--- config.mk ---
export PLATFORM = sky130hd
export DESIGN_NAME = cmo_seq
export DESIGN_NICKNAME = d
export VERILOG_FILES = /design/src/rtl/cmo_pkg.sv /design/src/rtl/cmo_decode.sv /design/src/rtl/cmo_cursor.sv /design/src/rtl/cmo_line_eval.sv /design/src/rtl/cmo_seq.sv
export SDC_FILE = /design/constraint.sdc
export NUM_CORES = 1
export LEC_CHECK = 0
export BUFFER_PORTS_ARGS = -buffer_cell sky130_fd_sc_hd__buf_2
export CAP_MARGIN = 0
export CORE_MARGIN = 2
export CORE_UTILIZATION = 45
export CTS_BUF_LIST = sky130_fd_sc_hd__clkbuf_4 sky130_fd_sc_hd__clkbuf_8 sky130_fd_sc_hd__clkbuf_16
export DETAILED_ROUTE_END_ITERATION = 10
export PLACE_DENSITY = 0.79
export SLEW_MARGIN = 0
export SYNTH_ARGS = -nofsm -noshare
export SYNTH_HDL_FRONTEND = slang
export SYNTH_SLANG_ARGS = --single-unit
--- constraint.sdc ---
create_clock -name clk_i -period 2.15 [get_ports clk_i]
set_clock_uncertainty 0.15 [all_clocks]
set_input_delay 0.3225 -clock clk_i [delete_from_list [all_inputs] [get_ports clk_i]]
set_output_delay 0.3225 -clock clk_i [all_outputs]
set_load 0.01 [all_outputs]
--- src/rtl/cmo_pkg.sv ---
package cmo_pkg;
  typedef enum logic [2:0] {
    OP_CLEAN_VA   = 3'd0,
    OP_INVAL_VA   = 3'd1,
    OP_CLEAN_SW   = 3'd2,
    OP_INVAL_SW   = 3'd3,
    OP_INVAL_ALL  = 3'd4,
    OP_FLUSH_LN   = 3'd5,
    OP_FIND_DIRTY = 3'd6,
    OP_RSVD       = 3'd7
  } cmo_op_e;

  typedef enum logic [2:0] {
    ST_IDLE, ST_LINE, ST_WB, ST_UPD, ST_DONE
  } cmo_state_e;

  localparam int VALID_BIT = 0;
  localparam int DLO_BIT   = 1;
  localparam int DHI_BIT   = 2;
  localparam int TAG_LSB   = 3;

  function automatic logic op_clears(cmo_op_e op);
    return op inside {OP_INVAL_VA, OP_INVAL_SW, OP_INVAL_ALL, OP_FLUSH_LN};
  endfunction
endpackage

--- src/rtl/cmo_decode.sv ---
module cmo_decode
  import cmo_pkg::*;
#(
  parameter int SET_W = 3,
  parameter int WAY_W = 2,
  parameter int OFF_W = 5,
  parameter int TAG_W = 24
) (
  input  cmo_op_e            op_i,
  input  logic [31:0]        arg_i,
  output logic [SET_W-1:0]   set_o,
  output logic [WAY_W-1:0]   way_o,
  output logic [TAG_W-1:0]   tag_o
);
  logic [31:0] line_num;

  assign line_num = arg_i >> OFF_W;
  assign tag_o    = arg_i[31 -: TAG_W];

  always_comb begin
    set_o = '0;
    way_o = '0;
    unique case (op_i)
      OP_CLEAN_VA, OP_INVAL_VA: begin
        set_o = arg_i[OFF_W +: SET_W];
      end
      OP_CLEAN_SW, OP_INVAL_SW: begin
        set_o = arg_i[OFF_W +: SET_W];
        way_o = arg_i[31 -: WAY_W];
      end
      OP_FLUSH_LN: begin
        way_o = line_num[WAY_W-1:0];
        set_o = line_num[WAY_W +: SET_W];
      end
      default: ;
    endcase
  end
endmodule

--- src/rtl/cmo_cursor.sv ---
module cmo_cursor #(
  parameter int SETS = 8,
  parameter int WAYS = 4,
  localparam int SET_W = $clog2(SETS),
  localparam int WAY_W = $clog2(WAYS)
) (
  input  logic             clk_i,
  input  logic             rst_ni,
  input  logic             load_i,
  input  logic [SET_W-1:0] set_i,
  input  logic [WAY_W-1:0] way_i,
  input  logic             step_i,
  output logic [SET_W-1:0] set_o,
  output logic [WAY_W-1:0] way_o,
  output logic             last_way_o,
  output logic             last_o
);
  logic [SET_W-1:0] set_q;
  logic [WAY_W-1:0] way_q;

  assign last_way_o = (way_q == WAY_W'(WAYS - 1));
  assign last_o     = last_way_o && (set_q == SET_W'(SETS - 1));
  assign set_o      = set_q;
  assign way_o      = way_q;

  always_ff @(posedge clk_i or negedge rst_ni) begin
    if (!rst_ni) begin
      set_q <= '0;
      way_q <= '0;
    end else if (load_i) begin
      set_q <= set_i;
      way_q <= way_i;
    end else if (step_i) begin
      if (last_way_o) begin
        way_q <= '0;
        set_q <= set_q + 1'b1;
      end else begin
        way_q <= way_q + 1'b1;
      end
    end
  end
endmodule

--- src/rtl/cmo_line_eval.sv ---
module cmo_line_eval
  import cmo_pkg::*;
#(
  parameter int TAG_W = 24,
  localparam int TW = TAG_W + TAG_LSB
) (
  input  logic [TW-1:0]    word_i,
  input  logic [TAG_W-1:0] cmp_tag_i,
  output logic             valid_o,
  output logic             hit_o,
  output logic [1:0]       dirty_o,
  output logic [TW-1:0]    clean_word_o
);
  assign valid_o = word_i[VALID_BIT];
  assign hit_o   = valid_o && (word_i[TAG_LSB +: TAG_W] == cmp_tag_i);
  assign dirty_o = {word_i[DHI_BIT], word_i[DLO_BIT]};

  always_comb begin
    clean_word_o          = word_i;
    clean_word_o[DLO_BIT] = 1'b0;
    clean_word_o[DHI_BIT] = 1'b0;
  end
endmodule

--- src/rtl/cmo_seq.sv ---
module cmo_seq
  import cmo_pkg::*;
#(
  parameter int SETS = 8,
  parameter int WAYS = 4,
  parameter int LINE_BYTES = 32,
  localparam int SET_W = $clog2(SETS),
  localparam int WAY_W = $clog2(WAYS),
  localparam int OFF_W = $clog2(LINE_BYTES),
  localparam int TAG_W = 32 - OFF_W - SET_W,
  localparam int TW = TAG_W + TAG_LSB
) (
  input  logic             clk_i,
  input  logic             rst_ni,
  input  logic             cmd_valid_i,
  input  logic [2:0]       cmd_op_i,
  input  logic [31:0]      cmd_arg_i,
  output logic             busy_o,
  output logic             done_o,
  output logic             found_o,
  output logic [SET_W-1:0] found_set_o,
  output logic [WAY_W-1:0] found_way_o,
  output logic [SET_W-1:0] tag_rd_set_o,
  output logic [WAY_W-1:0] tag_rd_way_o,
  input  logic [TW-1:0]    tag_rd_data_i,
  output logic             tag_wr_en_o,
  output logic [SET_W-1:0] tag_wr_set_o,
  output logic [WAY_W-1:0] tag_wr_way_o,
  output logic [TW-1:0]    tag_wr_data_o,
  output logic             wb_req_o,
  output logic [SET_W-1:0] wb_set_o,
  output logic [WAY_W-1:0] wb_way_o,
  output logic [1:0]       wb_half_o,
  input  logic             wb_ack_i
);
  cmo_state_e       state_q, state_d;
  cmo_op_e          op_q;
  logic [TAG_W-1:0] cmp_tag_q;
  logic [TW-1:0]    word_q;
  logic [1:0]       half_q;
  logic             found_q;
  logic [SET_W-1:0] fset_q;
  logic [WAY_W-1:0] fway_q;

  logic             accept, step, act, fnd;
  logic [SET_W-1:0] dec_set, cur_set;
  logic [WAY_W-1:0] dec_way, cur_way;
  logic [TAG_W-1:0] dec_tag;
  logic             last_way, last;
  logic             ln_valid, ln_hit;
  logic [1:0]       ln_dirty;
  logic [TW-1:0]    ln_clean;

  assign accept = (state_q == ST_IDLE) && cmd_valid_i;

  cmo_decode #(
    .SET_W(SET_W), .WAY_W(WAY_W), .OFF_W(OFF_W), .TAG_W(TAG_W)
  ) u_dec (
    .op_i  (cmo_op_e'(cmd_op_i)),
    .arg_i (cmd_arg_i),
    .set_o (dec_set),
    .way_o (dec_way),
    .tag_o (dec_tag)
  );

  cmo_cursor #(.SETS(SETS), .WAYS(WAYS)) u_cur (
    .clk_i      (clk_i),
    .rst_ni     (rst_ni),
    .load_i     (accept),
    .set_i      (dec_set),
    .way_i      (dec_way),
    .step_i     (step),
    .set_o      (cur_set),
    .way_o      (cur_way),
    .last_way_o (last_way),
    .last_o     (last)
  );

  cmo_line_eval #(.TAG_W(TAG_W)) u_eval (
    .word_i       (tag_rd_data_i),
    .cmp_tag_i    (cmp_tag_q),
    .valid_o      (ln_valid),
    .hit_o        (ln_hit),
    .dirty_o      (ln_dirty),
    .clean_word_o (ln_clean)
  );

  always_comb begin
    state_d = state_q;
    step    = 1'b0;
    act     = 1'b0;
    fnd     = 1'b0;
    unique case (state_q)
      ST_IDLE: if (accept) state_d = ST_LINE;
      ST_LINE: begin
        unique case (op_q)
          OP_CLEAN_VA, OP_INVAL_VA: begin
            if (ln_hit)        act = 1'b1;
            else if (last_way) state_d = ST_DONE;
            else               step = 1'b1;
          end
          OP_CLEAN_SW, OP_INVAL_SW, OP_FLUSH_LN, OP_INVAL_ALL: act = 1'b1;
          OP_FIND_DIRTY: begin
            if (|ln_dirty) begin
              fnd     = 1'b1;
              state_d = ST_DONE;
            end else if (last) begin
              state_d = ST_DONE;
            end else begin
              step = 1'b1;
            end
          end
          default: state_d = ST_DONE;
        endcase
        if (act) state_d = (ln_valid && |ln_dirty) ? ST_WB : ST_UPD;
      end
      ST_WB: if (wb_ack_i) state_d = ST_UPD;
      ST_UPD: begin
        if (op_q == OP_INVAL_ALL && !last) begin
          step    = 1'b1;
          state_d = ST_LINE;
        end else begin
          state_d = ST_DONE;
        end
      end
      ST_DONE: state_d = ST_IDLE;
      default: state_d = ST_IDLE;
    endcase
  end

  always_ff @(posedge clk_i or negedge rst_ni) begin
    if (!rst_ni) begin
      state_q   <= ST_IDLE;
      op_q      <= OP_RSVD;
      cmp_tag_q <= '0;
      word_q    <= '0;
      half_q    <= '0;
      found_q   <= 1'b0;
      fset_q    <= '0;
      fway_q    <= '0;
    end else begin
      state_q <= state_d;
      if (accept) begin
        op_q      <= cmo_op_e'(cmd_op_i);
        cmp_tag_q <= dec_tag;
        found_q   <= 1'b0;
      end
      if (act) begin
        word_q <= ln_clean;
        half_q <= ln_valid ? ln_dirty : 2'b00;
      end
      if (fnd) begin
        found_q <= 1'b1;
        fset_q  <= cur_set;
        fway_q  <= cur_way;
      end
    end
  end

  assign busy_o        = (state_q != ST_IDLE);
  assign done_o        = (state_q == ST_DONE);
  assign found_o       = found_q;
  assign found_set_o   = fset_q;
  assign found_way_o   = fway_q;
  assign tag_rd_set_o  = cur_set;
  assign tag_rd_way_o  = cur_way;
  assign tag_wr_en_o   = (state_q == ST_UPD);
  assign tag_wr_set_o  = cur_set;
  assign tag_wr_way_o  = cur_way;
  assign tag_wr_data_o = op_clears(op_q) ? '0 : word_q;
  assign wb_req_o      = (state_q == ST_WB);
  assign wb_set_o      = cur_set;
  assign wb_way_o      = cur_way;
  assign wb_half_o     = half_q;
endmodule

==> run_results.csv, run 1 <==
group,metric,value,unit
outcome,status,"finished with violations",
outcome,violations,"negative setup slack",
clocking,path_clk_slew,80,ps
global_route,antenna_found_initial,0,
sta,max_freq,421,MHz
sta,period_share,110,%
global_route,grt_pass1_wl,14300,um
setup_path,required,2230,ps
routing,dr.pass1.iters,4,
clocking,insertion_delay,340,ps
die,core_area,0.00733,mm^2
place,gp_congestion,0.797,
die,die_h,91.5,um
global_route,overflow,0,
synth,yosysWarnings,0,
routing,drtIter0Drc,159,
die,pin_count,120,
synth,synth_cells,338,
place,io_buffer_count,112,
sta,setup_ws,-224,ps
clocking,htreeDepth,3,
place,hpwl,5940,um
setup_path,worstSetupPathType,"reg2reg",
sta,final.setup.tns,-5390,ps
die,start_util,47.0,%
routing,antenna_left,0,
final_layout,nets,547,
pwr,power.leakage,0.00239,uW
final_layout,final_cell_count_no_fill,579,
place,dp_slack,-253,ps
final_layout,fillers,601,
final_layout,num_antenna_cells,0,
global_route,grt_max_degree,69,
clocking,clock-sinks,68,
synth,synth_top_flop_cell,"dfrtp_1",
sta,finalHoldViolCount,0,
routing,via_count,2923,
synth,synth_area,0.00345,mm^2
synth,avgSynthCellArea,10.2,um^2
clocking,cts_buffer_depth,2,
die,core.rowCount,31,
pwr,power-per-cell-area,1570,mW/mm^2
setup_path,startpoint,"cmp_tag_q[21]",
setup_path,cp-end-kind,"register",
worst_hold_path,hold_path.startpoint,"cmd_arg_i[15]",
clocking,cts_tree,"built",
global_route,track_usage,21.7,%
final_layout,area_growth,36.9,%
synth,ys_seq_area_share,49.5,%
final_layout,layout-drive-gt1-share,45.0,%
setup_path,crit_path_max_fanout,5,
final_layout,final_common_cell,"buf_2",
sta,min_period,2370,ps
setup_path,rr_startpoint,"cmp_tag_q[21]",
routing,wire_per_inst,16.2,um
die,die_area,0.00838,mm^2
die,die_w,91.5,um
global_route,grt_pass1_vias,2943,
setup_path,cp.arrival,2450,ps
routing,routed_wl,9390,um
worst_hold_path,min-delay-path-class,"in2reg",
pwr,power,7420,uW
routing,route.detailed.drc,0,
clocking,root_buffer,"clkbuf_8",
synth,ys_ff_latch,68,
sta,drv_slew,0,
pwr,ir_worst_vdd,0.000651,V
synth,synth_cell_type_count,45,
synth,synth_edf_count,0,
clocking,numCtsBuffers,9,
sta,whs,25.5,ps
setup_path,cp-start-kind,"register",
flow_run,max_cap_violations,0,
sta,rsz0062_at_grt,"true",
final_layout,final_cell_mix,"buf_2 (112), nand2_1 (85), dfrtp_1 (65)",
synth,async_flop_share,100,%
sta,finalSetupViolCount,30,
place,placedCellCount,548,
routing,detail_route.vias_per_cell,5.05,
worst max-delay path: stages, from the launching register on:
cell	delay, ps
dfrtp_1	400
xnor2_1	160
nand4_1	170
nor4_4	320
nand3_2	140
a211oi_4	270
buf_4	190
buf_8	130
mux2_2	330
through the flow:
stage	instance area (um^2)	util [%]
global route	4720	64.4
global placement	4210	57.4
detailed placement	4210	57.4
floorplan	3480	-
finish	4720	64.4
CTS	4590	62.6
flip-flops by register name (all words and copies together), names as in the netlist:
name,flops
word_q,25
cmp_tag_q,24
found_set_o,3
op_q,3
state_q,3
u_cur.set_o,3
found_way_o,2
u_cur.way_o,2
wb_half_o,2
found_o,1
per-layer routing:
layer / track usage, % / part of all wire [%]
met5: 0 / 0
met4: 6.94 / 1.9
met3: 6.06 / 5.1
met2: 37.1 / 52
met1: 26.4 / 40
synthesized netlist by cell type, types with 4 or more instances:
library cell	instances	area share, %
dfrtp_1	65	47
ha_1	5	1.8
mux2_1	4	1.3
clkbuf_1	9	0.98
nor3b_1	4	0.87
inv_1	7	0.76
buf_4	12	2.6
and2_1	27	4.9
o21ai_0	7	1.0
nand4_1	5	0.91
xnor2_1	24	6.1
nor2_1	6	0.65
mux2_2	28	9.1
nand2_1	87	9.5
nand3_1	4	0.58
where the power goes:
part / internal (uW) / switching [uW] / total [uW] / leakage (uW)
clock network: 555 / 479 / 1030 / 0.0000979
logic: 2130 / 1890 / 4010 / 0.00147
registers: 1930 / 440 / 2370 / 0.000821
cells by family after synthesis:
| group | synth area share, % |
|---|---|
| other | 0.109 |
| XOR/XNOR | 6.10 |
| adder cells (fa/ha/maj) | 1.81 |
| AND/OR/NAND/NOR | 20.8 |
| buffers and inverters | 5.12 |
| multiplexers | 11.3 |
| AO/OA/AOI/OAI | 5.26 |
| flip-flops | 49.5 |
final cells by class:
class | instances | area [um^2] | area share, %
clock inverter | 5 | 52.6 | 1.11
inverter | 7 | 26.3 | 0.557
clock buffer | 10 | 138 | 2.92
multi-input combinational | 240 | 1720 | 36.4
timing repair buffer | 150 | 953 | 20.2
tap | 99 | 124 | 2.63
sequential | 68 | 1710 | 36.1
path summary, 6_finish.rpt:
| kind | end | depth (start not counted) | slack (ps) |
|---|---|---|---|
| worst max-delay path | word_q[0] | 8 | -220 |
| worst min-delay path | cmp_tag_q[7] | 3 | 30 |
| min in group asynchronous | cmp_tag_q[9] | 3 | 360 |
| max in group asynchronous | op_q[1] | 3 | 1130 |
| worst min register to register | found_o | 1 | 330 |
| worst max register to register | word_q[0] | 8 | -220 |
what timing repair did:
item / in CTS / in global routing
setup buffers: 8 / 5
pin swaps: 1 / 5
hold buffers: 2 / 0
gates cloned: 2 / 3
gates resized for setup: 16 / 28
hold endpoints to repair: 66 / 0
setup endpoints to repair: 36 / 60
(Power assumes the default switching activity.)
==> inputs of run 2 (changes only) <==
Settings changed: MAX_ROUTING_LAYER set to met4.
==> run 2 against run 1 <==
The flow still finishes with violations (negative setup slack). Non-clock buffer count unchanged. Wire length increased by 0.18%. Sequential power about the same. Sequential share of layout area about the same. Utilization increased by 0.085 points. Flip-flop and latch count unchanged. Critical path depth unchanged. Worst hold slack got worse by 2.5 ps. Largest power group unchanged. Highest routed layer unchanged.
==> run_results.csv, run 2 (synthesis results as in run 1) <==
group,metric,value,unit
setup_path,r2r-end,"word_q[15]",
setup_path,required,2220,ps
routing,routed_wl,9400,um
setup_path,cp-start-kind,"register",
die,die_w,91.5,um
final_layout,final_common_cell,"buf_2",
sta,max_freq,420,MHz
place,gp_congestion,0.809,
sta,finalSetupViolCount,30,
routing,via_count,2903,
sta,rsz0062_at_grt,"true",
sta,whs,23.0,ps
pwr,ir_worst_vdd,0.000650,V
die,core_area,0.00733,mm^2
global_route,grt_pass1_wl,14300,um
place,hpwl,5940,um
setup_path,crit_path_max_fanout,8,
final_layout,fillers,599,
place,io_buffer_count,112,
final_layout,fin_area,0.00472,mm^2
global_route,track_usage,22.4,%
sta,finalHoldViolCount,0,
die,pin_count,120,
outcome,violations,"negative setup slack",
routing,detail_route.vias_per_cell,5.01,
setup_path,worstSetupPathType,"reg2reg",
final_layout,area_growth,37.1,%
worst_hold_path,min-delay-path-class,"in2reg",
final_layout,layout-drive-gt1-share,45.0,%
routing,wire_per_inst,16.2,um
clocking,clock-sinks,68,
final_layout,num_antenna_cells,0,
place,placed_area,0.00421,mm^2
die,die_h,91.5,um
sta,final.setup.tns,-5430,ps
clocking,numCtsBuffers,9,
global_route,antenna_found_initial,0,
clocking,cts_buffer_depth,2,
sta,period_share,111,%
sta,drv_slew,0,
routing,route.detailed.drc,0,
routing,drtIter0Drc,180,
clocking,htreeDepth,3,
clocking,path_clk_slew,70,ps
global_route,overflow,0,
outcome,status,"finished with violations",
clocking,insertion_delay,340,ps
final_layout,top_regs,"word_q (25), cmp_tag_q (24)",
pwr,power-per-cell-area,1580,mW/mm^2
final_layout,largest_register_ffs,25,
setup_path,worstRegToRegCells,8,
flow_run,max_cap_violations,0,
final_layout,final_cell_mix,"buf_2 (111), nand2_1 (85), dfrtp_1 (65)",
setup_path,cp.arrival,2450,ps
global_route,grt_pass1_vias,2944,
worst_hold_path,hold_path.startpoint,"cmd_arg_i[15]",
clocking,root_buffer,"clkbuf_8",
clocking,cts_tree,"built",
setup_path,cp-end-kind,"register",
setup_path,regToRegSetupSlack,-230,ps
die,core.rowCount,31,
global_route,grt_max_degree,69,
sta,min_period,2380,ps
sta,setup_ws,-229,ps
setup_path,startpoint,"cmp_tag_q[16]",
die,start_util,47.0,%
pwr,power.leakage,0.00239,uW
setup_path,endpoint,"word_q[15]",
die,die_area,0.00838,mm^2
routing,antenna_left,0,
routing,dr.pass1.iters,4,
setup_path,rr_startpoint,"cmp_tag_q[16]",
final_layout,largest-register,"word_q",
final_layout,nets,547,
-- run 2: cell counts in the layout (fill, tap and decap cells not counted) --
Identical to the previous run, type by type.
-- run 2: area by class of cell --
cell class | instances | area [um^2] | area share (%)
clock inverter | 5 | 52.6 | 1.11
inverter | 7 | 26.3 | 0.556
tap | 99 | 124 | 2.62
sequential | 68 | 1710 | 36.1
timing repair buffer | 150 | 960 | 20.3
multi-input combinational | 240 | 1720 | 36.4
clock buffer | 10 | 138 | 2.91
-- run 2: routing by layer --
layer  GRT usage, %  share of wire [%]  vias to the layer above  wire length (um)
met4           6.57                2.1                        0               200
met1           26.5                 41                     1408              3830
met3           6.39                5.1                       20               482
li1               -                  -                     1375                 -
met5              -                  0                        -                 0
met2           37.1                 52                      100              4890
-- run 2: worst min-delay path by stage --
| stage | cells after the start | endpoint | slack [ps] |
|---|---|---|---|
| 3_5_place_dp | 2 | cmp_tag_q[12] | 220 |
| 6_report | 3 | cmp_tag_q[7] | 20 |
| 4_1_cts | 3 | cmp_tag_q[7] | 7 |
| 5_1_grt | 3 | cmp_tag_q[15] | 6 |
| 2_1_floorplan | 0 | cmp_tag_q[0] | -120 |
| 3_3_place_gp | 2 | word_q[10] | 220 |
-- run 2: through the flow --
| step | power, uW | std cells | util, % | setup WS, ps |
|---|---|---|---|---|
| 2_1_floorplan | 4570 | 339 | - | -182 |
| 3_3_place_gp | 5530 | 548 | 57.4 | -241 |
| 3_5_place_dp | 5660 | 548 | 57.4 | -253 |
| 4_1_cts | 7030 | 575 | 62.6 | -224 |
| 5_1_grt | 7940 | 579 | 64.4 | -365 |
| 6_report | 7450 | 579 | 64.4 | -229 |
-- run 2: repair_timing --
action | 4_1_cts | 5_1_grt
setup buffers | 8 | 5
pin swaps | 1 | 5
gates resized for setup | 16 | 29
setup endpoints to repair | 36 | 60
endpoints found under the hold margin | 66 | 0
cloned | 2 | 3
hold buffers | 2 | 0
-- run 2: critical path, stage by stage (launching register included) --
cell,delay (ps)
dfrtp_1,400
xnor2_1,170
nand4_1,160
nor4_4,320
nand3_2,140
a211oi_4,270
buf_4,180
buf_16,130
mux2_1,330
-- run 2: power breakdown --
group / leakage (uW) / internal (uW) / switching [uW]
sequential: 0.000821 / 1930 / 441
clock: 0.0000979 / 554 / 477
combinational: 0.00147 / 2140 / 1900
